`src/rtl/msr_loop_pkg.sv`:
```
package msr_loop_pkg;

  localparam int unsigned CTRL_W    = 8;
  localparam int unsigned NUM_LINES = 4;
  localparam int unsigned STAT_W    = 2 * NUM_LINES;

  // How a line's level change turns into a sticky flag.
  typedef enum logic {
    EDGE_ANY  = 1'b0,
    EDGE_FALL = 1'b1
  } edge_kind_e;

  // Line order matches the flag order: 0 clear-to-send, 1 data-set-ready,
  // 2 ring, 3 carrier. Returns the control bit that feeds the line.
  function automatic int unsigned ctrl_src(int unsigned line);
    case (line)
      0:       ctrl_src = 1;
      1:       ctrl_src = 0;
      2:       ctrl_src = 2;
      default: ctrl_src = 3;
    endcase
  endfunction

  function automatic edge_kind_e line_edge(int unsigned line);
    line_edge = (line == 2) ? EDGE_FALL : EDGE_ANY;
  endfunction

endpackage

```
`src/rtl/msr_line_map.sv`:
```
module msr_line_map
  import msr_loop_pkg::*;
#(
  parameter int unsigned LINES = NUM_LINES,
  parameter int unsigned CW    = CTRL_W
) (
  input  logic [CW-1:0]    ctrl_i,
  output logic [LINES-1:0] lvl_o
);

  logic unused_ctrl;
  assign unused_ctrl = ^ctrl_i[CW-1:LINES];

  for (genvar g = 0; g < LINES; g++) begin : g_line
    assign lvl_o[g] = ctrl_i[ctrl_src(g)];
  end

endmodule

```
`src/rtl/msr_delta_detect.sv`:
```
module msr_delta_detect
  import msr_loop_pkg::*;
#(
  parameter int unsigned LINES = NUM_LINES
) (
  input  logic             en_i,
  input  logic [LINES-1:0] cur_lvl_i,
  input  logic [LINES-1:0] new_lvl_i,
  output logic [LINES-1:0] ev_o
);

  for (genvar g = 0; g < LINES; g++) begin : g_edge
    if (line_edge(g) == EDGE_FALL) begin : g_fall
      assign ev_o[g] = en_i & cur_lvl_i[g] & ~new_lvl_i[g];
    end else begin : g_any
      assign ev_o[g] = en_i & (cur_lvl_i[g] ^ new_lvl_i[g]);
    end
  end

endmodule

```
`src/rtl/msr_status_reg.sv`:
```
module msr_status_reg
  import msr_loop_pkg::*;
#(
  parameter int unsigned LINES = NUM_LINES
) (
  input  logic             clk,
  input  logic             rst_n,
  input  logic             load_i,
  input  logic             clr_i,
  input  logic [LINES-1:0] new_lvl_i,
  input  logic [LINES-1:0] ev_i,
  output logic [LINES-1:0] lvl_q,
  output logic [LINES-1:0] flag_q
);

  logic [LINES-1:0] lvl_d;
  logic [LINES-1:0] flag_d;
  logic             upd_en;

  // Next state: a fresh event wins over the read clear.
  always_comb begin
    lvl_d  = clr_i ? '0 : lvl_q;
    if (load_i) begin
      lvl_d = new_lvl_i;
    end
    flag_d = (clr_i ? '0 : flag_q) | ev_i;
    upd_en = load_i | clr_i;
  end

  always_ff @(posedge clk or negedge rst_n) begin
    if (!rst_n) begin
      lvl_q  <= '0;
      flag_q <= '0;
    end else if (upd_en) begin
      lvl_q  <= lvl_d;
      flag_q <= flag_d;
    end
  end

endmodule

```
`src/rtl/msr_loop_status.sv`:
```
module msr_loop_status
  import msr_loop_pkg::*;
(
  input  logic              clk,
  input  logic              rst_n,
  input  logic [CTRL_W-1:0] ctrl_i,
  input  logic              loop_en_i,
  input  logic              rd_strobe_i,
  output logic [STAT_W-1:0] status_o,
  output logic              delta_any_o
);

  logic [NUM_LINES-1:0] mapped_lvl;
  logic [NUM_LINES-1:0] held_lvl;
  logic [NUM_LINES-1:0] flags;
  logic [NUM_LINES-1:0] events;

  msr_line_map #(.LINES(NUM_LINES), .CW(CTRL_W)) u_map (
    .ctrl_i (ctrl_i),
    .lvl_o  (mapped_lvl)
  );

  msr_delta_detect #(.LINES(NUM_LINES)) u_detect (
    .en_i      (loop_en_i),
    .cur_lvl_i (held_lvl),
    .new_lvl_i (mapped_lvl),
    .ev_o      (events)
  );

  msr_status_reg #(.LINES(NUM_LINES)) u_reg (
    .clk       (clk),
    .rst_n     (rst_n),
    .load_i    (loop_en_i),
    .clr_i     (rd_strobe_i),
    .new_lvl_i (mapped_lvl),
    .ev_i      (events),
    .lvl_q     (held_lvl),
    .flag_q    (flags)
  );

  assign status_o    = {held_lvl, flags};
  assign delta_any_o = |flags;

endmodule

```
`config.mk`:
```
export PLATFORM = sky130hd
export DESIGN_NAME = msr_loop_status
export DESIGN_NICKNAME = d
export VERILOG_FILES = /design/src/rtl/msr_loop_pkg.sv /design/src/rtl/msr_line_map.sv /design/src/rtl/msr_delta_detect.sv /design/src/rtl/msr_status_reg.sv /design/src/rtl/msr_loop_status.sv
export SDC_FILE = /design/constraint.sdc
export NUM_CORES = 1
export LEC_CHECK = 0
export BUFFER_PORTS_ARGS = -buffer_cell sky130_fd_sc_hd__buf_2
export CORE_AREA = 8 8 45 47
export DETAILED_ROUTE_END_ITERATION = 16
export DIE_AREA = 0 0 53 55
export MAX_ROUTING_LAYER = met4
export PLACE_DENSITY = 0.57
export SLEW_MARGIN = 20
export SYNTH_ARGS = -nofsm -noshare
export SYNTH_HDL_FRONTEND = slang
export SYNTH_HIERARCHICAL = 1
export SYNTH_SLANG_ARGS = --single-unit
```
`constraint.sdc`:
```
create_clock -name clk -period 1.4 [get_ports clk]
set_input_delay 0 -clock clk [delete_from_list [all_inputs] [get_ports clk]]
set_output_delay 0 -clock clk [all_outputs]
set_load 0.005 [all_outputs]
```
### Word level (Yosys, flattened, before mapping)

Index checks and enable logic that the tools add are counted.

| word-level totals | value |
|---|---|
| RAM bits | 0 |
| bits in read-only memories | 0 |
| latch bits | 0 |
| word-level logic and storage cells | 19 |
| flip-flop bits (word level) | 8 |
| memories kept | 0 |

| operators by class | value |
|---|---|
| shift-type cells | 0 |
| equality and inequality tests | 0 |
| multipliers | 0 |
| reduce and logical (&&, ||, !) cells | 3 |
| mux-type cells | 3 |
| bitwise operators | 11 |
| order comparisons | 0 |
| divide/modulo/power cells | 0 |
| $add $sub $neg | 0 |

Operators with widths:

| kind | number |
|---|---|
| $mux W4 | 3 |
| $and A1 B1 Y1 | 5 |
| $or A4 B4 Y4 | 1 |
| $reduce_or A4 Y1 | 1 |
| $xor A1 B1 Y1 | 3 |
| $reduce_and A2 Y1 | 1 |
| $reduce_bool A2 Y1 | 1 |
| $not A1 Y1 | 1 |
| $or A1 B1 Y1 | 1 |

### Longest topological paths before layout

Gate-level depths: netlist of run 1.

| depth | value |
|---|---|
| word-level depth | 3 |
| depth in mapped cells | 5 |

### Cells and area by module

The synthesis of run 1 kept the hierarchy.

Modules (own cells, without submodules):

| module | cells an instance | area each (µm²) | seq. area each (µm²) | instances |
|---|---|---|---|---|
| msr_status_reg | 26 | 306.5 | 200.2 | 1 |
| msr_delta_detect | 8 | 52.6 | 0.0 | 1 |
| msr_line_map | 4 | 30.0 | 0.0 | 1 |
| msr_loop_status | 1 | 7.5 | 0.0 | 1 |

### Least setup slack after synthesis of run 1

OpenSTA, ideal clock, no wires.

| path | value |
|---|---|
| kind | register to register |
| from | register u_reg.lvl_q[0] |
| to | register u_reg.flag_q[0] |
| arrival time | 799 ps |
| period minus slack after synthesis | 928 ps |
| required time | 1271 ps |
| path slack | 472 ps |
| cell stages (with the launch flop) | 5 |
| path through | dfrtp_1 > xor2_1 > and2_1 > o21ai_0 > o21ai_0 |

| between the ends | value |
|---|---|
| longest elaborated chain between the ends | 3 |

RTL lines:

| what | line | text |
|---|---|---|
| from (decl) | msr_status_reg.sv:12 | `output logic [LINES-1:0] lvl_q,` |
| from (signal assigned) | msr_status_reg.sv:35 | `lvl_q <= lvl_d;` |
| $xor A1 B1 Y1 | msr_delta_detect.sv:16 | `assign ev_o[g] = en_i & (cur_lvl_i[g] ^ new_lvl_i[g]);` |
| $and A1 B1 Y1 | msr_delta_detect.sv:16 |  |
| net events[0] | msr_loop_status.sv:16 | `logic [NUM_LINES-1:0] events;` |
| $or A4 B4 Y4 | msr_status_reg.sv:26 | `flag_d = (clr_i ? '0 : flag_q) \| ev_i;` |
| to (signal assigned) | msr_status_reg.sv:36 | `flag_q <= flag_d;` |
| to (decl) | msr_status_reg.sv:13 | `output logic [LINES-1:0] flag_q` |

The timed path passes the listed nets, and every way through them passes these cells.
A chain may end at the register's enable or synchronous reset.

### Final worst setup path of run 1

| path | value |
|---|---|
| from | register u_reg.flag_q[1] |
| to | output delta_any_o |

| between the ends | value |
|---|---|
| longest elaborated chain between the ends | 1 |

RTL lines:

| what | line | text |
|---|---|---|
| $reduce_or A4 Y1 | msr_loop_status.sv:42 | `assign delta_any_o = \|flags;` |
| to (decl) | msr_loop_status.sv:10 | `output logic delta_any_o` |

No other way between the ends.

==> results of run 1 <==
-- placed cells by master (no fill, tap or decap) --
cell type	count
nor2_1	1
and2_1	3
dfrtp_1	8
inv_1	4
buf_2	16
or4_1	1
clkbuf_4	3
xor2_1	3
dlygate4sd3_1	1
nor2_4	1
o21ai_0	8
nand2_1	1
a22o_1	4
-- power by group --
group	internal [mW]	total [mW]	switching [mW]
clock network	0.0981	0.176	0.0776
registers	0.253	0.269	0.0155
logic	0.0501	0.0956	0.0455
-- state kept, by name, indices dropped and copies added, names as in the netlist --
| signal | flops |
|---|---|
| u_reg/flag_q | 4 |
| u_reg/lvl_q | 4 |
-- metrics by stage --
step / utilization / std cells / hold WS (ps) / power (mW) / setup WS, ps
final: 0.357 / 70 / 4.60 / 0.540 / 130
after CTS: 0.357 / 70 / 3.20 / 0.552 / 112
after floorplan: - / 39 / -296 / 0.325 / 472
after global routing: 0.357 / 70 / 9.47 / 0.583 / 55.6
after global placement: 0.334 / 66 / -147 / 0.367 / 402
after detailed placement: 0.334 / 66 / -143 / 0.369 / 391
-- worst max-delay path, delay by kind of cell (launching register included) --
kind / cells / cell delay, ps
AND/OR/NAND/NOR: 1 / 500
flip-flops: 1 / 380
buffers and inverters: 1 / 140
-- final cells by class --
cell class / instances / area [µm²] / share of cell area
sequential: 8 / 200 / 0.405
multi-input combinational: 22 / 146 / 0.296
timing repair buffer: 17 / 90.1 / 0.182
inverter: 4 / 15.0 / 0.0304
clock buffer: 3 / 22.5 / 0.0456
tap: 16 / 20.0 / 0.0405
-- worst max path at each step --
| stage | startpoint | to |
|---|---|---|
| 6_report | u_reg/flag_q[1]$_DFFE_PN0P_ | delta_any_o |
| 5_1_grt | u_reg/flag_q[1]$_DFFE_PN0P_ | delta_any_o |
| 4_1_cts | u_reg/flag_q[1]$_DFFE_PN0P_ | delta_any_o |
| 3_5_place_dp | u_reg/flag_q[1]$_DFFE_PN0P_ | delta_any_o |
| 3_3_place_gp | u_reg/flag_q[1]$_DFFE_PN0P_ | delta_any_o |
| 2_1_floorplan | u_reg/lvl_q[0]$_DFFE_PN0P_ | u_reg/flag_q[0]$_DFFE_PN0P_ |
-- repair_timing --
action | CTS | global route
hold buffers | 1 | 0
setup endpoints to repair | 0 | 0
hold endpoints to repair | 8 | 0
-- cell families after synthesis --
kind of cell	synth area share
flops	0.505
xor+xnor	0.0663
compound gates	0.189
buf+inv	0.126
simple gates	0.114
-- metal layers --
metal | global-route usage | wire length, µm | vias up | part of all wire
li1 | - | - | 159 | -
met1 | 0.0743 | 363 | 135 | 0.44
met2 | 0.102 | 355 | 12 | 0.43
met3 | 0.0348 | 92 | 2 | 0.11
met4 | 0.0517 | 6 | 0 | 0.0073
met5 | - | 0 | - | 0
==> impl_metrics.toml, run 1 <==
[outcome]
status = "finished, final reports clean"

[yosys]
synth-edff-count = 0
synth_seq_cells = 8
seq_area_frac_synth = 0.505
synthCells = 39
synthTopCellsByArea = "dfrtp_1 (50%), o21ai_0 (10%), a22o_1 (8.8%)"
syn_area_um2 = 397
synth.distinct_cells = 12
ys_async_sr_fraction = 1.00
ys.flop_type = "dfrtp_1"
synth.top_cell.area_share = 0.505
synth_area_leader_cell = "dfrtp_1"
yosys_warnings = 6
ys_top_cells_by_count = "dfrtp_1 (8), o21ai_0 (8), a22o_1 (4), buf_4 (4), inv_1 (4)"
syn_area_per_cell_um2 = 10.2
synth_fp_nets = 51

[cts]
post_cts_buffers = 0
numCtsBuffers = 3
cts_tree = "yes"
cts-root-buf = "clkbuf_4"
insertion_delay_ps = 250
cts_resized = 0
clk_pin_slew_worst_paths_ps = 60
cts-htree-levels = 1
clk_path_buf_depth = 2
clock_sinks = 8

[final_layout]
n_fill_cell = 143
fin_area_um2 = 494
antenna_cells = 0
drive_above_1_share = 0.370
area.growth.synth_to_final_pct = 24.6
fin_nets = 68

[drt]
num_vias = 308
wire_per_inst_um = 11.7
drtIter0Drc = 7
route.detailed.drc = 0
drtAntennaViolNets = 0
drt-vias-per-instance = 4.40
drt-total-wl_um = 818
drtPass1Iterations = 4

[worst_setup_path]
cp_max_fo = 3
reg2regPathDepth = 4
path_class = "reg2out"
required_ps = 1400
endpoint_kind = "primary output"
path_cells = "or4_1, buf_2"
max_stage_delay_ps = 500
startpoint_type = "register"
worstPathArrival_ps = 1270
crit_path_top_delay_cell = "or4_1"
r2r_slack_ps = 440
rr_endpoint = "u_reg/flag_q[1]$_DFFE_PN0P_"
r2r_start = "u_reg/lvl_q[1]$_DFFE_PN0P_"

[floorplanning]
die-area_um2 = 2920
core_um2 = 1380
initial_core_util = 0.287
die_w_um = 53
die_h_um = 55
ioPinCount = 21
rows = 14

[global_route]
grt_overflow = 0
antenna_found_initial = 0
grt_max_degree = 14
grt_use_total = 0.0709
grt_pass1_vias = 332
grt_pass1_wl_um = 1440

[power_and_ir_drop]
ir_worst_vdd_mv = 0.374
power.leakage_nw = 0.253
powerDensity_nw_per_um2 = 1090

[min_path]
whs_endpoint = "u_reg/lvl_q[2]$_DFFE_PN0P_"
hold_start = "ctrl_i[2]"
hold_path_depth = 2
worst_hold_path_type = "in2reg"

[timing]
relSlewSlack = 0.862
worst_pin_slew_ps = 207
rsz0062_at_grt = "no"
hold_viol = 0
slew_viol_final = 0
finalCritPeriodShare = 0.907
period_needed_ps = 1270
finalSetupTns_ps = 0
clock_skew_ps = 0.364
setup_viol = 0
max_freq_mhz = 787

[job]
drv_cap = 0

[placement]
postPlaceCellArea_um2 = 462
gp_congestion = 0.734
portBuffers = 16
No activity file was read; power rests on OpenSTA's default activity.
==> run 2: changes to the inputs <==
==> constraint.sdc (replaced) <==
create_clock -name clk -period 1.4 [get_ports clk]
set_input_delay 0.07 -clock clk [delete_from_list [all_inputs] [get_ports clk]]
set_output_delay 0.07 -clock clk [all_outputs]
set_load 0.005 [all_outputs]
==> impl_metrics.toml, run 2 (synthesis results as in run 1) <==
[final_layout]
final_cell_mix = "buf_2 (16), o21ai_0 (8), dfrtp_1 (8)"
finalNonFillerCells = 71
area.growth.synth_to_final_pct = 26.5
antenna_cells = 0
drive_above_1_share = 0.382
layout_commonest_cell = "buf_2"
postLayoutCoreUtil = 0.363
fin_area_um2 = 502
top_regs = "u_reg/flag_q (4), u_reg/lvl_q (4)"
fin_nets = 69

[drt]
drtAntennaViolNets = 0
drt-vias-per-instance = 4.35
drtPass1Iterations = 4
route.detailed.drc = 0
num_vias = 309
wire_per_inst_um = 11.6
drt-total-wl_um = 824
drtIter0Drc = 4

[timing]
clock_skew_ps = 0.364
hold_viol = 0
setup_ws_ps = 62.4
relSlewSlack = 0.862
slew_viol_final = 0
finalSetupTns_ps = 0
fin_hold_ws_ps = 74.7
period_needed_ps = 1340
rsz0062_at_grt = "yes"
worst_pin_slew_ps = 207
setup_viol = 0
max_freq_mhz = 748
finalCritPeriodShare = 0.955

[min_path]
whs_endpoint = "u_reg/lvl_q[2]$_DFFE_PN0P_"
worst_hold_path_type = "in2reg"
hold_path_depth = 2
hold_start = "ctrl_i[2]"

[floorplanning]
rows = 14
die-area_um2 = 2920
initial_core_util = 0.287
die_w_um = 53
ioPinCount = 21
core_um2 = 1380
die_h_um = 55

[worst_setup_path]
worstPathArrival_ps = 1270
reg2regPathDepth = 4
rr_endpoint = "u_reg/flag_q[1]$_DFFE_PN0P_"
r2r_slack_ps = 440
max_stage_delay_ps = 500
path_delay_family = "simple AND/OR/NAND/NOR gates"
endpoint_kind = "primary output"
path_cells = "or4_1, buf_2"
r2r_start = "u_reg/lvl_q[1]$_DFFE_PN0P_"
path_class = "reg2out"
required_ps = 1330
cp_max_fo = 3
startpoint_type = "register"
crit_buf_inv = 1
crit_path_top_delay_cell = "or4_1"

[power_and_ir_drop]
sw_frac_of_total = 0.256
intPower_uw = 406
power.switching_uw = 139
p_comb_frac = 0.185
ir_worst_vdd_mv = 0.374
seqPwrFrac = 0.493
powerDensity_nw_per_um2 = 1090
power.total_uw = 545
clockPowerShare = 0.322
power.leakage_nw = 0.258

[cts]
numCtsBuffers = 3
clk_path_buf_depth = 2
cts_tree = "yes"
clk_pin_slew_worst_paths_ps = 60
cts-root-buf = "clkbuf_4"
cts-htree-levels = 1
clock_sinks = 8
insertion_delay_ps = 250

[placement]
postPlaceCellArea_um2 = 462
gp_congestion = 0.734
portBuffers = 16
place_inst = 66
dp_slack_ps = 321

[global_route]
grt_use_total = 0.0709
grt_pass1_vias = 332
grt_max_degree = 14
grt_overflow = 0
grt_pass1_wl_um = 1440
antenna_found_initial = 0

[outcome]
status = "finished, final reports clean"

[job]
drv_cap = 0
==> run 2: cell count changes in the layout (fill, tap and decap cells not counted) <==
cell / before / now
buf_4: 0 / 1
==> run 2: area by class of cell <==
class / count / area, µm²
clock buffer: 3 / 22.5
fill: 142 / 882
inverter: 4 / 15.0
multi-input combinational: 22 / 146
sequential: 8 / 200
tap: 16 / 20.0
timing repair buffer: 18 / 97.6
==> run 2: power by group through the flow <==
stage               clock network (mW)  registers, mW  logic [mW]
finish                           0.176          0.269       0.101
detailed placement                   0          0.273      0.0958
global placement                     0          0.272      0.0949
global route                     0.199          0.272       0.117
floorplan                            0          0.274      0.0505
CTS                              0.184          0.269      0.0984
==> run 2: routing by layer <==
layer | routed length [µm] | track usage | part of all wire
met5 | 0 | - | 0
met4 | 6 | 0.0517 | 0.0073
met3 | 92 | 0.0348 | 0.11
met2 | 356 | 0.102 | 0.43
met1 | 369 | 0.0743 | 0.45
==> run 2: timing repair <==
| item | in CTS | in global routing |
|---|---|---|
| hold endpoints to repair | 8 | 0 |
| resized for setup | 0 | 0 |
| setup buffers | 0 | 1 |
| hold buffers | 1 | 0 |
| endpoints found under the setup margin | 0 | 1 |
==> run 2: worst max path at each step <==
stage | startpoint | end | slack [ps] | cells past startpoint
final | u_reg/flag_q[1]$_DFFE_PN0P_ | delta_any_o | 60 | 2
after floorplan | u_reg/flag_q[1]$_DFFE_PN0P_ | delta_any_o | 420 | 1
after global routing | u_reg/flag_q[1]$_DFFE_PN0P_ | delta_any_o | -4 | 2
after detailed placement | u_reg/flag_q[1]$_DFFE_PN0P_ | delta_any_o | 320 | 2
after CTS | u_reg/flag_q[1]$_DFFE_PN0P_ | delta_any_o | 40 | 2
after global placement | u_reg/flag_q[1]$_DFFE_PN0P_ | delta_any_o | 330 | 2
==> run 3: changes to the inputs <==
--- a/config.mk
+++ b/config.mk
@@ -9,6 +9,7 @@
 export CORE_AREA = 8 8 45 47
 export DETAILED_ROUTE_END_ITERATION = 16
 export DIE_AREA = 0 0 53 55
+export GPL_TIMING_DRIVEN = 0
 export MAX_ROUTING_LAYER = met4
 export PLACE_DENSITY = 0.57
 export SLEW_MARGIN = 20
==> impl_metrics.toml, run 3 (synthesis results as in run 1) <==
[min_path]
worst_hold_path_type = "in2reg"

[final_layout]
regArea_um2 = 200
fin_nets = 69
top_regs = "u_reg/flag_q (4), u_reg/lvl_q (4)"
n_fill_cell = 149
layout_commonest_cell = "buf_2"
area.growth.synth_to_final_pct = 28.4
multi_input_area_um2 = 146
drive_above_1_share = 0.382
final_cell_mix = "buf_2 (13), o21ai_0 (8), dfrtp_1 (8)"
fin_area_um2 = 509
antenna_cells = 0
finalNonFillerCells = 71
postLayoutCoreUtil = 0.368

[placement]
postPlaceCellArea_um2 = 477
place_inst = 67
portBuffers = 12
dp_slack_ps = 317
hpwl_um = 652
gp_congestion = 0.735

[power_and_ir_drop]
power.switching_uw = 140
intPower_uw = 405
clockPowerShare = 0.324
ir_worst_vdd_mv = 0.311
powerDensity_nw_per_um2 = 1070
sw_frac_of_total = 0.256
p_comb_frac = 0.185
seqPwrFrac = 0.491
power.total_uw = 545
power.leakage_nw = 0.261

[floorplanning]
ioPinCount = 21
rows = 14
die-area_um2 = 2920
die_h_um = 55
core_um2 = 1380
initial_core_util = 0.287
die_w_um = 53

[drt]
drtAntennaViolNets = 0
wire_per_inst_um = 12.0
drt-total-wl_um = 852
drtIter0Drc = 3
route.detailed.drc = 0
drtPass1Iterations = 3
drt-vias-per-instance = 4.23
num_vias = 300

[global_route]
grt_pass1_wl_um = 1360
grt_use_total = 0.0685
antenna_found_initial = 0
grt_overflow = 0
grt_max_degree = 10
grt_pass1_vias = 312

[worst_setup_path]
worstPathArrival_ps = 1270
path_cells = "or4_1, buf_2"
endpoint_kind = "primary output"
startpoint_type = "register"
required_ps = 1330
path_class = "reg2out"
cp_max_fo = 3
crit_path_top_delay_cell = "or4_1"
crit_buf_inv = 1
path_delay_family = "simple AND/OR/NAND/NOR gates"
max_stage_delay_ps = 500

[timing]
finalSetupTns_ps = 0
worst_pin_slew_ps = 184
setup_viol = 0
max_freq_mhz = 747
slew_viol_final = 0
clock_skew_ps = 0.349
relSlewSlack = 0.877
rsz0062_at_grt = "no"
hold_viol = 0
fin_hold_ws_ps = 62.8
setup_ws_ps = 61.5
period_needed_ps = 1340
finalCritPeriodShare = 0.956

[cts]
clk_pin_slew_worst_paths_ps = 50
insertion_delay_ps = 250
cts-root-buf = "clkbuf_4"
clock_sinks = 8
cts-htree-levels = 1
cts_tree = "yes"
numCtsBuffers = 3
clk_path_buf_depth = 2

[job]
drv_cap = 0

[outcome]
status = "finished, final reports clean"
run 3: path summary, 6_finish.rpt:
path / end / cells after the start / slack (ps) / start
min reg2reg: u_reg/lvl_q[2]$_DFFE_PN0P_ / 1 / 530 / u_reg/lvl_q[2]$_DFFE_PN0P_
max in group asynchronous: u_reg/lvl_q[0]$_DFFE_PN0P_ / 2 / 1040 / rst_n
min: u_reg/lvl_q[0]$_DFFE_PN0P_ / 2 / 60 / ctrl_i[1]
min in group asynchronous: u_reg/flag_q[2]$_DFFE_PN0P_ / 2 / 190 / rst_n
max: delta_any_o / 2 / 60 / u_reg/flag_q[1]$_DFFE_PN0P_
max reg2reg: u_reg/flag_q[0]$_DFFE_PN0P_ / 4 / 430 / u_reg/lvl_q[0]$_DFFE_PN0P_
run 3: layout make-up:
type | count | share of cell area
flip-flops and latches | 8 | 0.393
multi-input cells | 22 | 0.287
repair buffers | 13 | 0.138
plain buffers | 5 | 0.0688
clock buffers | 3 | 0.0442
well taps | 16 | 0.0393
inverters | 4 | 0.0295
run 3: worst reg2reg max path: stages (launching register included):
cell,delay [ps]
dfrtp_1,400
xor2_1,140
and2_1,150
o21ai_0,60
o21ai_0,100
run 3: layer usage:
layer	global-route usage	part of all wire	up-vias
met5	-	0	-
met4	0.0517	0.0070	0
met3	0.0294	0.12	2
met2	0.105	0.46	10
met1	0.0679	0.41	127
li1	-	-	161
run 3: timing repair:
item,4_1_cts,5_1_grt
setup buffers,0,0
resized for setup,0,0
hold buffers,1,0
setup endpoints to repair,0,0
hold endpoints to repair,8,0
run 3: power groups by stage:
stage	clock [mW]	combinational (mW)	sequential (mW)
after floorplan	0	0.0505	0.274
after global placement	0	0.0998	0.272
after detailed placement	0	0.101	0.273
after CTS	0.187	0.104	0.269
after global routing	0.202	0.115	0.272
final	0.177	0.101	0.268
